File: config.mk
export PLATFORM = sky130hd
export DESIGN_NAME = pgood_supervisor
export DESIGN_NICKNAME = d
export VERILOG_FILES = /design/src/rtl/pgsup_pkg.sv /design/src/rtl/pgsup_ms_prescale.sv /design/src/rtl/pgsup_mr_qual.sv /design/src/rtl/pgsup_chan.sv /design/src/rtl/pgood_supervisor.sv
export SDC_FILE = /design/constraint.sdc
export NUM_CORES = 1
export LEC_CHECK = 0
export ABC_AREA = 1
export CAP_MARGIN = 20
export CORE_MARGIN = 1
export CORE_UTILIZATION = 36
export CTS_CLUSTER_SIZE = 28
export DETAILED_ROUTE_END_ITERATION = 8
export PLACE_DENSITY = 0.51
export SLEW_MARGIN = 20
export SYNTH_ARGS = -nofsm -noshare
export SYNTH_HDL_FRONTEND = slang
export SYNTH_SLANG_ARGS = --single-unit
File: constraint.sdc
create_clock -name clk_i -period 4.7 [get_ports clk_i]
set_input_delay 0.94 -clock clk_i [delete_from_list [all_inputs] [get_ports clk_i]]
set_output_delay 0.94 -clock clk_i [all_outputs]
set_load 0.1 [all_outputs]
File: src/rtl/pgsup_pkg.sv
package pgsup_pkg;

  typedef enum logic [1:0] {
    DLY_100MS = 2'b00,
    DLY_500MS = 2'b01,
    DLY_1S    = 2'b10,
    DLY_5S    = 2'b11
  } dly_code_e;

  // wide enough for the longest hold-off in ms
  localparam int unsigned MS_W = 13;

  function automatic logic [MS_W-1:0] dly_ms(dly_code_e c);
    case (c)
      DLY_100MS: return MS_W'(100);
      DLY_500MS: return MS_W'(500);
      DLY_1S:    return MS_W'(1000);
      default:   return MS_W'(5000);
    endcase
  endfunction

endpackage

File: src/rtl/pgsup_ms_prescale.sv
module pgsup_ms_prescale #(
  parameter int unsigned CYC_PER_MS = 100000
) (
  input  logic clk_i,
  input  logic rst_ni,
  input  logic clr_i,
  input  logic en_i,
  output logic tick_o
);
  localparam int unsigned SW = (CYC_PER_MS > 1) ? $clog2(CYC_PER_MS) : 1;
  localparam logic [SW-1:0] LAST = SW'(CYC_PER_MS - 1);

  logic [SW-1:0] cnt_q;

  assign tick_o = en_i && (cnt_q == LAST);

  always_ff @(posedge clk_i or negedge rst_ni) begin
    if (!rst_ni)     cnt_q <= '0;
    else if (clr_i)  cnt_q <= '0;
    else if (tick_o) cnt_q <= '0;
    else if (en_i)   cnt_q <= cnt_q + SW'(1);
  end
endmodule

File: src/rtl/pgsup_mr_qual.sv
module pgsup_mr_qual #(
  parameter int unsigned QUAL_CYC = 500
) (
  input  logic clk_i,
  input  logic rst_ni,
  input  logic mr_i,
  output logic hold_o
);
  localparam int unsigned QW = $clog2(QUAL_CYC + 1);
  localparam logic [QW-1:0] SAT = QW'(QUAL_CYC);

  logic [QW-1:0] cnt_q;

  // qualified only while the request is still present: release is immediate
  assign hold_o = mr_i && (cnt_q == SAT);

  always_ff @(posedge clk_i or negedge rst_ni) begin
    if (!rst_ni)           cnt_q <= '0;
    else if (!mr_i)        cnt_q <= '0;
    else if (cnt_q != SAT) cnt_q <= cnt_q + QW'(1);
  end
endmodule

File: src/rtl/pgsup_chan.sv
module pgsup_chan
  import pgsup_pkg::*;
#(
  parameter int unsigned CYC_PER_MS = 100000
) (
  input  logic      clk_i,
  input  logic      rst_ni,
  input  logic      run_i,
  input  dly_code_e code_i,
  output logic      pg_o
);
  logic            tick;
  logic            cnt_en;
  logic [MS_W-1:0] ms_q;
  logic            pg_q;

  assign cnt_en = run_i && !pg_q;

  pgsup_ms_prescale #(.CYC_PER_MS(CYC_PER_MS)) i_pre (
    .clk_i (clk_i),
    .rst_ni(rst_ni),
    .clr_i (!run_i),
    .en_i  (cnt_en),
    .tick_o(tick)
  );

  always_ff @(posedge clk_i or negedge rst_ni) begin
    if (!rst_ni) begin
      ms_q <= '0;
      pg_q <= 1'b0;
    end else if (!run_i) begin
      ms_q <= '0;
      pg_q <= 1'b0;
    end else if (tick) begin
      if (ms_q >= dly_ms(code_i) - MS_W'(1)) pg_q <= 1'b1;
      else                                   ms_q <= ms_q + MS_W'(1);
    end
  end

  assign pg_o = pg_q;
endmodule

File: src/rtl/pgood_supervisor.sv
module pgood_supervisor
  import pgsup_pkg::*;
#(
  parameter int unsigned NUM_CH      = 4,
  parameter int unsigned CYC_PER_MS  = 100000,
  parameter int unsigned MR_QUAL_CYC = 500,
  localparam int unsigned CH_W       = (NUM_CH > 1) ? $clog2(NUM_CH) : 1
) (
  input  logic              clk_i,
  input  logic              rst_ni,
  input  logic [NUM_CH-1:0] sup_ok_i,
  input  logic              mr_i,
  input  logic              cfg_we_i,
  input  logic [CH_W-1:0]   cfg_ch_i,
  input  logic [1:0]        cfg_code_i,
  output logic [NUM_CH-1:0] pg_o,
  output logic              sys_rst_o
);
  logic      mr_hold;
  dly_code_e code_q [NUM_CH];

  pgsup_mr_qual #(.QUAL_CYC(MR_QUAL_CYC)) i_mr (
    .clk_i (clk_i),
    .rst_ni(rst_ni),
    .mr_i  (mr_i),
    .hold_o(mr_hold)
  );

  for (genvar ch = 0; ch < NUM_CH; ch++) begin : g_ch
    always_ff @(posedge clk_i or negedge rst_ni) begin
      if (!rst_ni)
        code_q[ch] <= DLY_100MS;
      else if (cfg_we_i && (cfg_ch_i == CH_W'(ch)))
        code_q[ch] <= dly_code_e'(cfg_code_i);
    end

    pgsup_chan #(.CYC_PER_MS(CYC_PER_MS)) i_chan (
      .clk_i (clk_i),
      .rst_ni(rst_ni),
      .run_i (sup_ok_i[ch] && !mr_hold),
      .code_i(code_q[ch]),
      .pg_o  (pg_o[ch])
    );
  end

  assign sys_rst_o = ~&pg_o;
endmodule

==> metrics.md, run 1 <==
| Metric | Value |
|---|---|
| Result of the run | finished clean |
| Vias/cell | 4.90 |
| Slew at the pin with the worst max-slew slack | 976 ps |
| Clk_skew | 12.8 ps |
| Drt drc | 0 |
| Area growth syn-to-layout | 11.5% |
| Via count | 9077 |
| Core area | 0.0270 mm² |
| RSZ-0062 raised after global routing | false |
| Grt ovf | 0 |
| ANT cells | 0 |
| Vias in the first global route | 8589 |
| Fraction of registers with async set/reset | 100% |
| Crit path capture type | output pin |
| Max Slew Vio Count | 0 |
| Worst-path fanout max | 6 |
| Clk sinks | 141 |
| Final net count | 1565 |
| FP Rows | 60 |
| CTS Buf Count | 17 |
| Worst-Skew Late Latency | 420 ps |
| Crit-path cells | nand4_1, clkdlybuf4s50_1 |
| Synth Flop Type | dfrtp_1 |
| Root Driver | clkbuf_16 |
| TritonCTS clock tree | done |
| Maximum VDD drop | 0.000193 V |
| Die extent in y | 168 µm |
| H-tree levels | 4 |
| Static Leak | 5.41 nW |
| CP max stage delay | 1160 ps |
| Drt wl/cell | 13.0 µm |
| Post_cts resized | 0 |
| Synth top cells by count | nand2_1, nor2_1, inv_1 |
| Initial antenna violation count | 0 |
| Aggregate global-route resource usage | 18.1% |
| Setup TNS Final | 0 ps |
| Yosys top cell area share | 35.5% |
| First-pass GRT wire length | 41900 µm |
| Yosys top cell by area | dfrtp_1 |
| FMAX | 301 MHz |
| Register clock-pin slew on the reported worst setup and hold paths | 60 ps |
| Port buffer count | 16 |
| Max-cap violations | 0 |
| Post-CTS Setup Inserts | 0 |
| DRT Pass-1 Iters | 4 |
| # hold bufs at CTS | 0 |
| Synth unique cells | 38 |
| Starting density of the core | 36.8% |
| Synth Register Bits | 141 |
| Largest net degree at the start of global routing | 88 |
| DP HPWL | 17400 µm |
| CP Class | register to output pin |
| Cell Pwr Density | 281 mW/mm² |
| Syn avg cell area | 6.69 µm² |
| Seq/Total Area, Yosys | 35.5% |
| Worst EP arrival | 2380 ps |
| Die ar. | 0.0283 mm² |
| Mapped Cells | 1485 |
| Startpoint Class | register |
| Largest cells by area after synthesis | dfrtp_1, nand2_1, nor2_1 |
| Clock Tree Buf Depth | 2 |
| Slowest CP cell | clkdlybuf4s50_1 |
| Relative slew slack | 34.8% |
| Hold WS | 483 ps |
| Placed cell area | 0.0104 mm² |
| Final worst path period need | 3320 ps |
| Routed Antenna Nets | 0 |
| Initial drt markers | 443 |
| Final setup viols | 0 |
| Hold Path Class | register to register |
| Top-count cell post-synth | nand2_1 |
| RePlAce Congestion | 0.868 |
| CP delay by family, top | buffers and inverters |
| Number of flops mapped to enable cells by yosys | 0 |
| YS warnings | 0 |
| Synth Cell Area | 0.00993 mm² |
| Final wirelength | 24000 µm |
| Final Cycle Share | 70.7% |
| Final hold vios | 0 |
| Die Wd | 168 µm |
| Crit path buf inv count | 1 |
| I/O Pins | 17 |
| Crit path required time | 3760 ps |
| Share of layout cells above drive strength 1 | 3.77% |
| Cell area after layout | 0.0111 mm² |
## metrics by stage
stage | setup slack, ps | util, % | std cells | power, mW
6_report | 1380 | 41.0 | 1852 | 3.11
5_1_grt | 1310 | 41.0 | 1852 | 3.27
4_1_cts | 1320 | 41.0 | 1852 | 3.17
3_5_place_dp | 1210 | 38.5 | 1821 | 1.58
3_3_place_gp | 1280 | 38.5 | 1821 | 1.58
2_1_floorplan | 2390 | - | 1496 | 1.49
## area by class of cell
cell class	instances	area, µm²
inverters	192	721
multi-input cells	1128	5530
repair buffers	19	196
well taps	341	427
clock inverters	10	210
flip-flops and latches	141	3530
clock buffers	21	460
fillers	2861	16000
## state kept, by name (all words and copies together), names as in the netlist
signal	cells
g_ch.i_chan.i_pre.cnt_q	68
g_ch.i_chan.ms_q	52
i_mr.cnt_q	9
code_q	8
g_ch.i_chan.pg_o	4
## worst register-to-register path, cell delays in order (launching register included)
cell     delay [ps]
dfrtp_1         400
inv_1           100
ha_1            150
nand2_1          60
nor2_2          160
nand3_4         220
nand2_2         310
inv_2           180
nand2_1         390
nand2_1         420
nand2_1         150
nand2_1          60
## layout by cell type (no fill, tap or decap), types with 2 or more instances in the layout
| master | instances |
|---|---|
| conb_1 | 12 |
| xor2_1 | 19 |
| and2_1 | 4 |
| bufinv_16 | 6 |
| clkbuf_16 | 17 |
| nor4_1 | 2 |
| a21oi_1 | 53 |
| clkbuf_1 | 2 |
| o21ai_0 | 50 |
| inv_1 | 184 |
| ha_1 | 54 |
| a31oi_1 | 7 |
| o31ai_1 | 3 |
| nand3_1 | 136 |
| nor2_1 | 190 |
| inv_2 | 7 |
| clkbuf_8 | 2 |
| buf_4 | 2 |
| nand2_4 | 3 |
| dfrtp_1 | 141 |
| a21o_1 | 4 |
| nand4_1 | 62 |
| nand3b_1 | 2 |
| nand2_2 | 8 |
| clkdlybuf4s50_1 | 15 |
| nand2_1 | 449 |
| nor3b_1 | 13 |
| nor2_4 | 2 |
| nor3_1 | 45 |
## where the power goes
part	total, mW	internal (mW)	switching (mW)
registers	1.29	1.25	0.0443
logic	0.263	0.0898	0.174
clock network	1.56	1.02	0.533
total	3.11	2.36	0.751
## path summary, 6_finish.rpt
kind / depth (start not counted) / slack [ps] / to / startpoint
min reg2reg: 2 / 480 / g_ch[3].i_chan.i_pre.cnt_q[15] / g_ch[3].i_chan.i_pre.cnt_q[15]
max: 2 / 1380 / sys_rst_o / g_ch[2].i_chan.pg_o
min in group asynchronous: 1 / 580 / g_ch[2].i_chan.ms_q[4] / rst_ni
max reg2reg: 11 / 1970 / g_ch[1].i_chan.ms_q[1] / i_mr.cnt_q[0]
min: 2 / 480 / g_ch[3].i_chan.i_pre.cnt_q[15] / g_ch[3].i_chan.i_pre.cnt_q[15]
max in group asynchronous: 2 / 3320 / g_ch[0].i_chan.ms_q[0] / rst_ni
## logic make-up after synthesis
family          share of synthesized area (%)
flops                                    35.5
xor+xnor                                 1.76
other cells                            0.0377
buf+inv                                  9.21
fa+ha+maj                                6.80
simple gates                             40.1
compound gates                           6.62
## routing by layer
metal	vias to the layer above	GRT usage (%)	wire [µm]
li1	4827	-	-
met3	19	2.84	637
met4	0	4.55	267
met1	4129	25.4	12300
met2	102	29.1	10800
met5	-	0	0
Note: power is estimated with default switching activity, not from simulation.
==> inputs of run 2 (changes only) <==
--- a/config.mk
+++ b/config.mk
@@ -11,7 +11,7 @@
 export CORE_UTILIZATION = 36
 export CTS_CLUSTER_SIZE = 28
 export DETAILED_ROUTE_END_ITERATION = 8
-export PLACE_DENSITY = 0.51
+export PLACE_DENSITY = 0.53
 export SLEW_MARGIN = 20
 export SYNTH_ARGS = -nofsm -noshare
 export SYNTH_HDL_FRONTEND = slang
==> constraint.sdc (replaced) <==
create_clock -name clk_i -period 2.8 [get_ports clk_i]
set_input_delay 0.56 -clock clk_i [delete_from_list [all_inputs] [get_ports clk_i]]
set_output_delay 0.56 -clock clk_i [all_outputs]
set_load 0.1 [all_outputs]
==> metrics.md, run 2 (same netlist as run 1, synthesis figures left out) <==
| Metric | Value |
|---|---|
| Setup TNS Final | 0 ps (unchanged) |
| Die Wd | 168 µm (unchanged) |
| Worst-Skew Late Latency | 430 ps (was 420 ps) |
| CTS Buf Count | 17 (unchanged) |
| Reg area | 0.00353 mm² (unchanged) |
| Core area | 0.0270 mm² (unchanged) |
| Initial antenna violation count | 0 (unchanged) |
| Maximum VDD drop | 0.000359 V (was 0.000193 V) |
| Largest net degree at the start of global routing | 58 (was 88) |
| Drt drc | 0 (unchanged) |
| FP Rows | 60 (unchanged) |
| Reg with most FFs | g_ch.i_chan.i_pre.cnt_q (unchanged) |
| Crit path required time | 3110 ps (was 3760 ps) |
| Share of layout cells above drive strength 1 | 4.98% (was 3.77%) |
| Max-cap violations | 0 (unchanged) |
| Hold WS | 73.3 ps (was 483 ps) |
| Final wirelength | 24300 µm (was 24000 µm) |
| Final Cycle Share | 83.1% |
| # hold bufs at CTS | 0 (unchanged) |
| RSZ-0062 raised after global routing | false (unchanged) |
| Final worst path period need | 2330 ps |
| Post_cts resized | 0 (unchanged) |
| Final setup viols | 0 (unchanged) |
| Aggregate global-route resource usage | 18.5% (was 18.1%) |
| Drt wl/cell | 13.0 µm (about the same) |
| Root Driver | clkbuf_16 (unchanged) |
| Max reg flops | 68 (unchanged) |
| Most frequent cells in the layout | nand2_1, nor2_1, inv_1 (unchanged) |
| DP HPWL | 17600 µm (was 17400 µm) |
| Largest regs | g_ch.i_chan.i_pre.cnt_q: 68 flops, g_ch.i_chan.ms_q: 52 flops, i_mr.cnt_q: 9 flops (unchanged) |
| Max Slew Vio Count | 0 (unchanged) |
| Clock Tree Buf Depth | 2 (unchanged) |
| I/O Pins | 17 (unchanged) |
| Final hold vios | 0 (unchanged) |
| Startpoint Class | register (unchanged) |
| Relative slew slack | 65.2% (was 34.8%) |
| Area growth syn-to-layout | 11.8% (was 11.5%) |
| Routed Antenna Nets | 0 (unchanged) |
| Slew at the pin with the worst max-slew slack | 518 ps (was 976 ps) |
| Static Leak | 5.45 nW (was 5.41 nW) |
| DRT Pass-1 Iters | 5 (was 4) |
| RePlAce Congestion | 0.884 (was 0.868) |
| Register clock-pin slew on the reported worst setup and hold paths | 60 ps (about the same) |
| H-tree levels | 4 (unchanged) |
| Most common library cell in the layout ignoring fill and taps | nand2_1 (unchanged) |
| Multi-input gate area | 0.00553 mm² (unchanged) |
| Via count | 9269 (was 9077) |
| First-pass GRT wire length | 42800 µm (was 41900 µm) |
| ANT cells | 0 (unchanged) |
| CP Class | register to register (was register to output pin) |
| Clk sinks | 141 (unchanged) |
| Cell Pwr Density | 448 mW/mm² (was 281 mW/mm²) |
| FMAX | 430 MHz |
| TritonCTS clock tree | done (unchanged) |
| Hold Path Class | input pin to asynchronous set/reset pin (was register to register) |
| Starting density of the core | 36.8% (unchanged) |
| Clk_skew | 12.9 ps (was 12.8 ps) |
| Vias/cell | 4.97 (was 4.90) |
| Worst EP arrival | 2630 ps (was 2380 ps) |
| Grt ovf | 0 (unchanged) |
| Initial drt markers | 454 (was 443) |
| Fill count | 2839 (was 2861) |
| Port buffer count | 16 (unchanged) |
| Final net count | 1579 (was 1565) |
| Crit path capture type | register (was output pin) |
| Die ar. | 0.0283 mm² (unchanged) |
| Worst-path fanout max | 13 (was 6) |
| Post-CTS Setup Inserts | 0 (unchanged) |
| Vias in the first global route | 8795 (was 8589) |
| Result of the run | finished clean (unchanged) |
| Die extent in y | 168 µm (unchanged) |
run 2: cell types whose count changed in the layout (fill, tap and decap cells not counted), sizes merged:
cell           delta
buf              +19
clkdlybuf4s50     -5
bufinv            -3
clkinv            +3
run 2: layout make-up:
cell class,count,area share (%)
Multi-Input combinational cell,1128,49.8
Clock inverter,10,1.25
Tap cell,341,3.84
Sequential cell,141,31.8
Timing Repair Buffer,33,2.71
Clock buffer,21,4.14
Inverter,192,6.49
run 2: report_power, final:
group          switching [mW]  total, mW  internal, mW
Combinational           0.295      0.455         0.160
Sequential             0.0742       2.17          2.10
Clock                   0.906       2.35          1.45
Total                    1.28       4.98          3.70
run 2: through the flow:
stage               setup WS, ps  cell area [µm²]  power (mW)  utilization (%)  cells
floorplan                    874             9980        2.50                -   1496
global placement             332            10500        2.66             38.9   1835
detailed placement           275            10500        2.67             38.9   1835
CTS                          485            11100        5.06             41.1   1866
global route                 256            11100        5.23             41.1   1866
finish                       473            11100        4.98             41.1   1866
run 2: final timing paths:
kind / from / to / slack (ps) / cells after the start
worst max-delay path: i_mr.cnt_q[0] / g_ch[2].i_chan.ms_q[7] / 470 / 11
worst min-delay path: rst_ni / g_ch[0].i_chan.i_pre.cnt_q[8] / 70 / 1
min in group clk_i: g_ch[0].i_chan.i_pre.cnt_q[0] / g_ch[0].i_chan.i_pre.cnt_q[0] / 490 / 1
worst max register to register: i_mr.cnt_q[0] / g_ch[2].i_chan.ms_q[7] / 470 / 11
worst min register to register: g_ch[0].i_chan.i_pre.cnt_q[0] / g_ch[0].i_chan.i_pre.cnt_q[0] / 490 / 1
max in group asynchronous: rst_ni / g_ch[1].i_chan.ms_q[9] / 2040 / 2
run 2: metal layers:
metal,wire (µm),track usage [%]
met5,0,0
met4,265,5.34
met3,577,2.91
met2,10900,29.5
met1,12500,25.8
run 2: critical path: stages, from the launching register on:
cell	delay [ps]
dfrtp_1	400
inv_1	100
ha_1	150
nand2_1	60
nor2_2	170
nand3_4	210
nand2_4	200
inv_2	140
nand2_2	220
nand2_1	330
nand2_1	150
nand2_1	50
==> inputs of run 3 (changes only) <==
--- a/config.mk
+++ b/config.mk
@@ -11,7 +11,7 @@
 export CORE_UTILIZATION = 36
 export CTS_CLUSTER_SIZE = 28
 export DETAILED_ROUTE_END_ITERATION = 8
-export PLACE_DENSITY = 0.53
+export PLACE_DENSITY = 0.51
 export SLEW_MARGIN = 20
 export SYNTH_ARGS = -nofsm -noshare
 export SYNTH_HDL_FRONTEND = slang
==> constraint.sdc (replaced) <==
create_clock -name clk_i -period 2.28 [get_ports clk_i]
set_input_delay 0.456 -clock clk_i [delete_from_list [all_inputs] [get_ports clk_i]]
set_output_delay 0.456 -clock clk_i [all_outputs]
set_load 0.1 [all_outputs]
==> metrics.md, run 3 (same netlist as run 1, synthesis figures left out) <==
| Metric | Value |
|---|---|
| Maximum VDD drop | 0.000358 V (was 0.000359 V) |
| Flop2flop setup slack | 170 ps (was 470 ps) |
| Most frequent cells in the layout | nand2_1, nor2_1, inv_1 (unchanged) |
| Register-to-Register Path Depth | 13 (was 11) |
| Drt drc | 0 (unchanged) |
| Root Driver | clkbuf_16 (unchanged) |
| First-pass GRT wire length | 42400 µm (was 42800 µm) |
| Final net count | 1599 (was 1579) |
| CP delay by family, top | simple AND/OR/NAND/NOR gates (unchanged) |
| Filler-free cell count of the finished design | 1886 (was 1866) |
| Area growth syn-to-layout | 13.1% (was 11.8%) |
| CP Capture Point | g_ch[0].i_chan.i_pre.cnt_q[8] (was g_ch[2].i_chan.ms_q[7]) |
| Clk_skew | 15.4 ps (was 12.9 ps) |
| Port buffer count | 16 (unchanged) |
| Slowest CP cell | dfrtp_1 (unchanged) |
| Clk sinks | 141 (unchanged) |
| Final worst path period need | 2110 ps (was 2330 ps) |
| Result of the run | finished clean (unchanged) |
| CP Class | register to register (unchanged) |
| H-tree levels | 4 (unchanged) |
| FP Rows | 60 (unchanged) |
| Critical R2R Capture | g_ch[0].i_chan.i_pre.cnt_q[8] (was g_ch[2].i_chan.ms_q[7]) |
| Initial drt markers | 492 (was 454) |
| Crit path buf inv count | 4 (was 2) |
| Largest net degree at the start of global routing | 53 (was 58) |
| Initial antenna violation count | 0 (unchanged) |
| Worst-path fanout max | 22 (was 13) |
| Worst-Skew Late Latency | 420 ps (was 430 ps) |
| Final Cycle Share | 92.5% (was 83.1%) |
| RePlAce Congestion | 0.868 (was 0.884) |
| Placed cell area | 0.0107 mm² (was 0.0105 mm²) |
| I/O Pins | 17 (unchanged) |
| Drt wl/cell | 12.9 µm (was 13.0 µm) |
| Setup TNS Final | 0 ps (unchanged) |
| Crit path required time | 2590 ps (was 3110 ps) |
| Vias/cell | 4.90 (was 4.97) |
| FMAX | 474 MHz (was 430 MHz) |
| Placed insts | 1853 (was 1835) |
| Total power | 5.81 mW (was 4.98 mW) |
| Static Leak | 5.51 nW (was 5.45 nW) |
| Die extent in y | 168 µm (unchanged) |
| Max reg flops | 68 (unchanged) |
| Startpoint Class | register (unchanged) |
| Starting density of the core | 36.8% (unchanged) |
| Cell Pwr Density | 517 mW/mm² (was 448 mW/mm²) |
| Slew at the pin with the worst max-slew slack | 558 ps (was 518 ps) |
| Aggregate global-route resource usage | 18.4% (was 18.5%) |
| Setup ws final | 172 ps (was 473 ps) |
| Final wirelength | 24400 µm (was 24300 µm) |
| Max-cap violations | 0 (unchanged) |
| Reg with most FFs | g_ch.i_chan.i_pre.cnt_q (unchanged) |
| Vias in the first global route | 8685 (was 8795) |
| CP max stage delay | 400 ps (about the same) |
| Hold Path Class | register to register (was input pin to asynchronous set/reset pin) |
| Critical Path Most Common Cell | nand2_1 (unchanged) |
| RSZ-0062 raised after global routing | false (unchanged) |
| Most common library cell in the layout ignoring fill and taps | nand2_1 (unchanged) |
| Relative slew slack | 62.5% (was 65.2%) |
| Core area | 0.0270 mm² (unchanged) |
| Grt ovf | 0 (unchanged) |
| Final setup viols | 0 (unchanged) |
| DRT Pass-1 Iters | 5 (unchanged) |
| Max Slew Vio Count | 0 (unchanged) |
| Die ar. | 0.0283 mm² (unchanged) |
| Largest regs | g_ch.i_chan.i_pre.cnt_q: 68 flops, g_ch.i_chan.ms_q: 52 flops, i_mr.cnt_q: 9 flops (unchanged) |
| Post-layout util | 41.6% (was 41.1%) |
| Via count | 9234 (was 9269) |
| Worst R2R Start | i_mr.cnt_q[0] (unchanged) |
| Crit-path cells | inv_1, ha_1, nand2_1, nor2_2, nand3_4, buf_4, nand2_4, inv_2, nand2_1, buf_12, nand2_1, o21ai_0, nor2_1 (was inv_1, ha_1, nand2_1, nor2_2, nand3_4, nand2_4, inv_2, nand2_2, nand2_1, nand2_1, nand2_1) |
| Clock Tree Buf Depth | 2 (unchanged) |
| ANT cells | 0 (unchanged) |
| Final hold vios | 0 (unchanged) |
| Crit path capture type | register (unchanged) |
| DP Worst Slack | -21.1 ps (was 275 ps) |
| Share of layout cells above drive strength 1 | 6.34% (was 4.98%) |
| Cell area after layout | 0.0112 mm² (was 0.0111 mm²) |
| Worst EP arrival | 2420 ps (was 2630 ps) |
| Hold WS | 488 ps (was 73.3 ps) |
| Routed Antenna Nets | 0 (unchanged) |
| Die Wd | 168 µm (unchanged) |
| TritonCTS clock tree | done (unchanged) |
| Critical path depth in cells | 13 (was 11) |
| Register clock-pin slew on the reported worst setup and hold paths | 70 ps (was 60 ps) |
| CTS Buf Count | 17 (unchanged) |
| Fill count | 2847 (was 2839) |
| DP HPWL | 18000 µm (was 17600 µm) |
| CP startpoint | i_mr.cnt_q[0] (unchanged) |
==> run 3: area by class of cell <==
class                           count  area [µm²]  share of cell area [%]
Timing Repair Buffer               53         492                    4.37
Sequential cell                   141        3530                    31.4
Clock buffer                       19         443                    3.94
Tap cell                          341         427                    3.80
Inverter                          192         721                    6.41
Clock inverter                     12        92.6                   0.824
Multi-Input combinational cell   1128        5540                    49.3
==> run 3: worst min-delay path by stage <==
stage / endpoint / depth (start not counted) / from
2_1_floorplan: code_q[0] / 0 / rst_ni
3_3_place_gp: g_ch[2].i_chan.ms_q[4] / 1 / rst_ni
3_5_place_dp: g_ch[2].i_chan.ms_q[2] / 1 / rst_ni
4_1_cts: g_ch[3].i_chan.i_pre.cnt_q[15] / 2 / g_ch[3].i_chan.i_pre.cnt_q[15]
5_1_grt: g_ch[3].i_chan.i_pre.cnt_q[0] / 1 / g_ch[3].i_chan.i_pre.cnt_q[0]
6_report: g_ch[3].i_chan.i_pre.cnt_q[15] / 2 / g_ch[3].i_chan.i_pre.cnt_q[15]
==> run 3: timing repair <==
item	4_1_cts	5_1_grt
setup endpoints to repair	0	29
hold endpoints to repair	3	0
gates resized for setup	0	2
buffers inserted	0	1
hold buffers	1	0
==> run 3: worst register-to-register path: stages, from the launching register on <==
cell and delay, ps:
dfrtp_1 400, inv_1 100, ha_1 160, nand2_1 60, nor2_2 170, nand3_4 150
buf_4 190, nand2_4 110, inv_2 100, nand2_1 110, buf_12 160, nand2_1 80
o21ai_0 150, nor2_1 60
==> run 3: per-layer routing <==
| layer | up-vias | GRT usage (%) | wire (µm) | share of wire [%] |
|---|---|---|---|---|
| met5 | - | 0 | 0 | 0 |
| met2 | 123 | 30.1 | 10900 | 45 |
| li1 | 4904 | - | - | - |
| met4 | 0 | 4.55 | 250 | 1.0 |
| met1 | 4194 | 25.4 | 12500 | 51 |
| met3 | 13 | 2.80 | 700 | 2.9 |
==> run 3: power breakdown <==
part           internal [mW]  total [mW]  switching [mW]
clock network           1.42        2.58            1.16
logic                  0.207       0.574           0.366
registers               2.57        2.66          0.0874
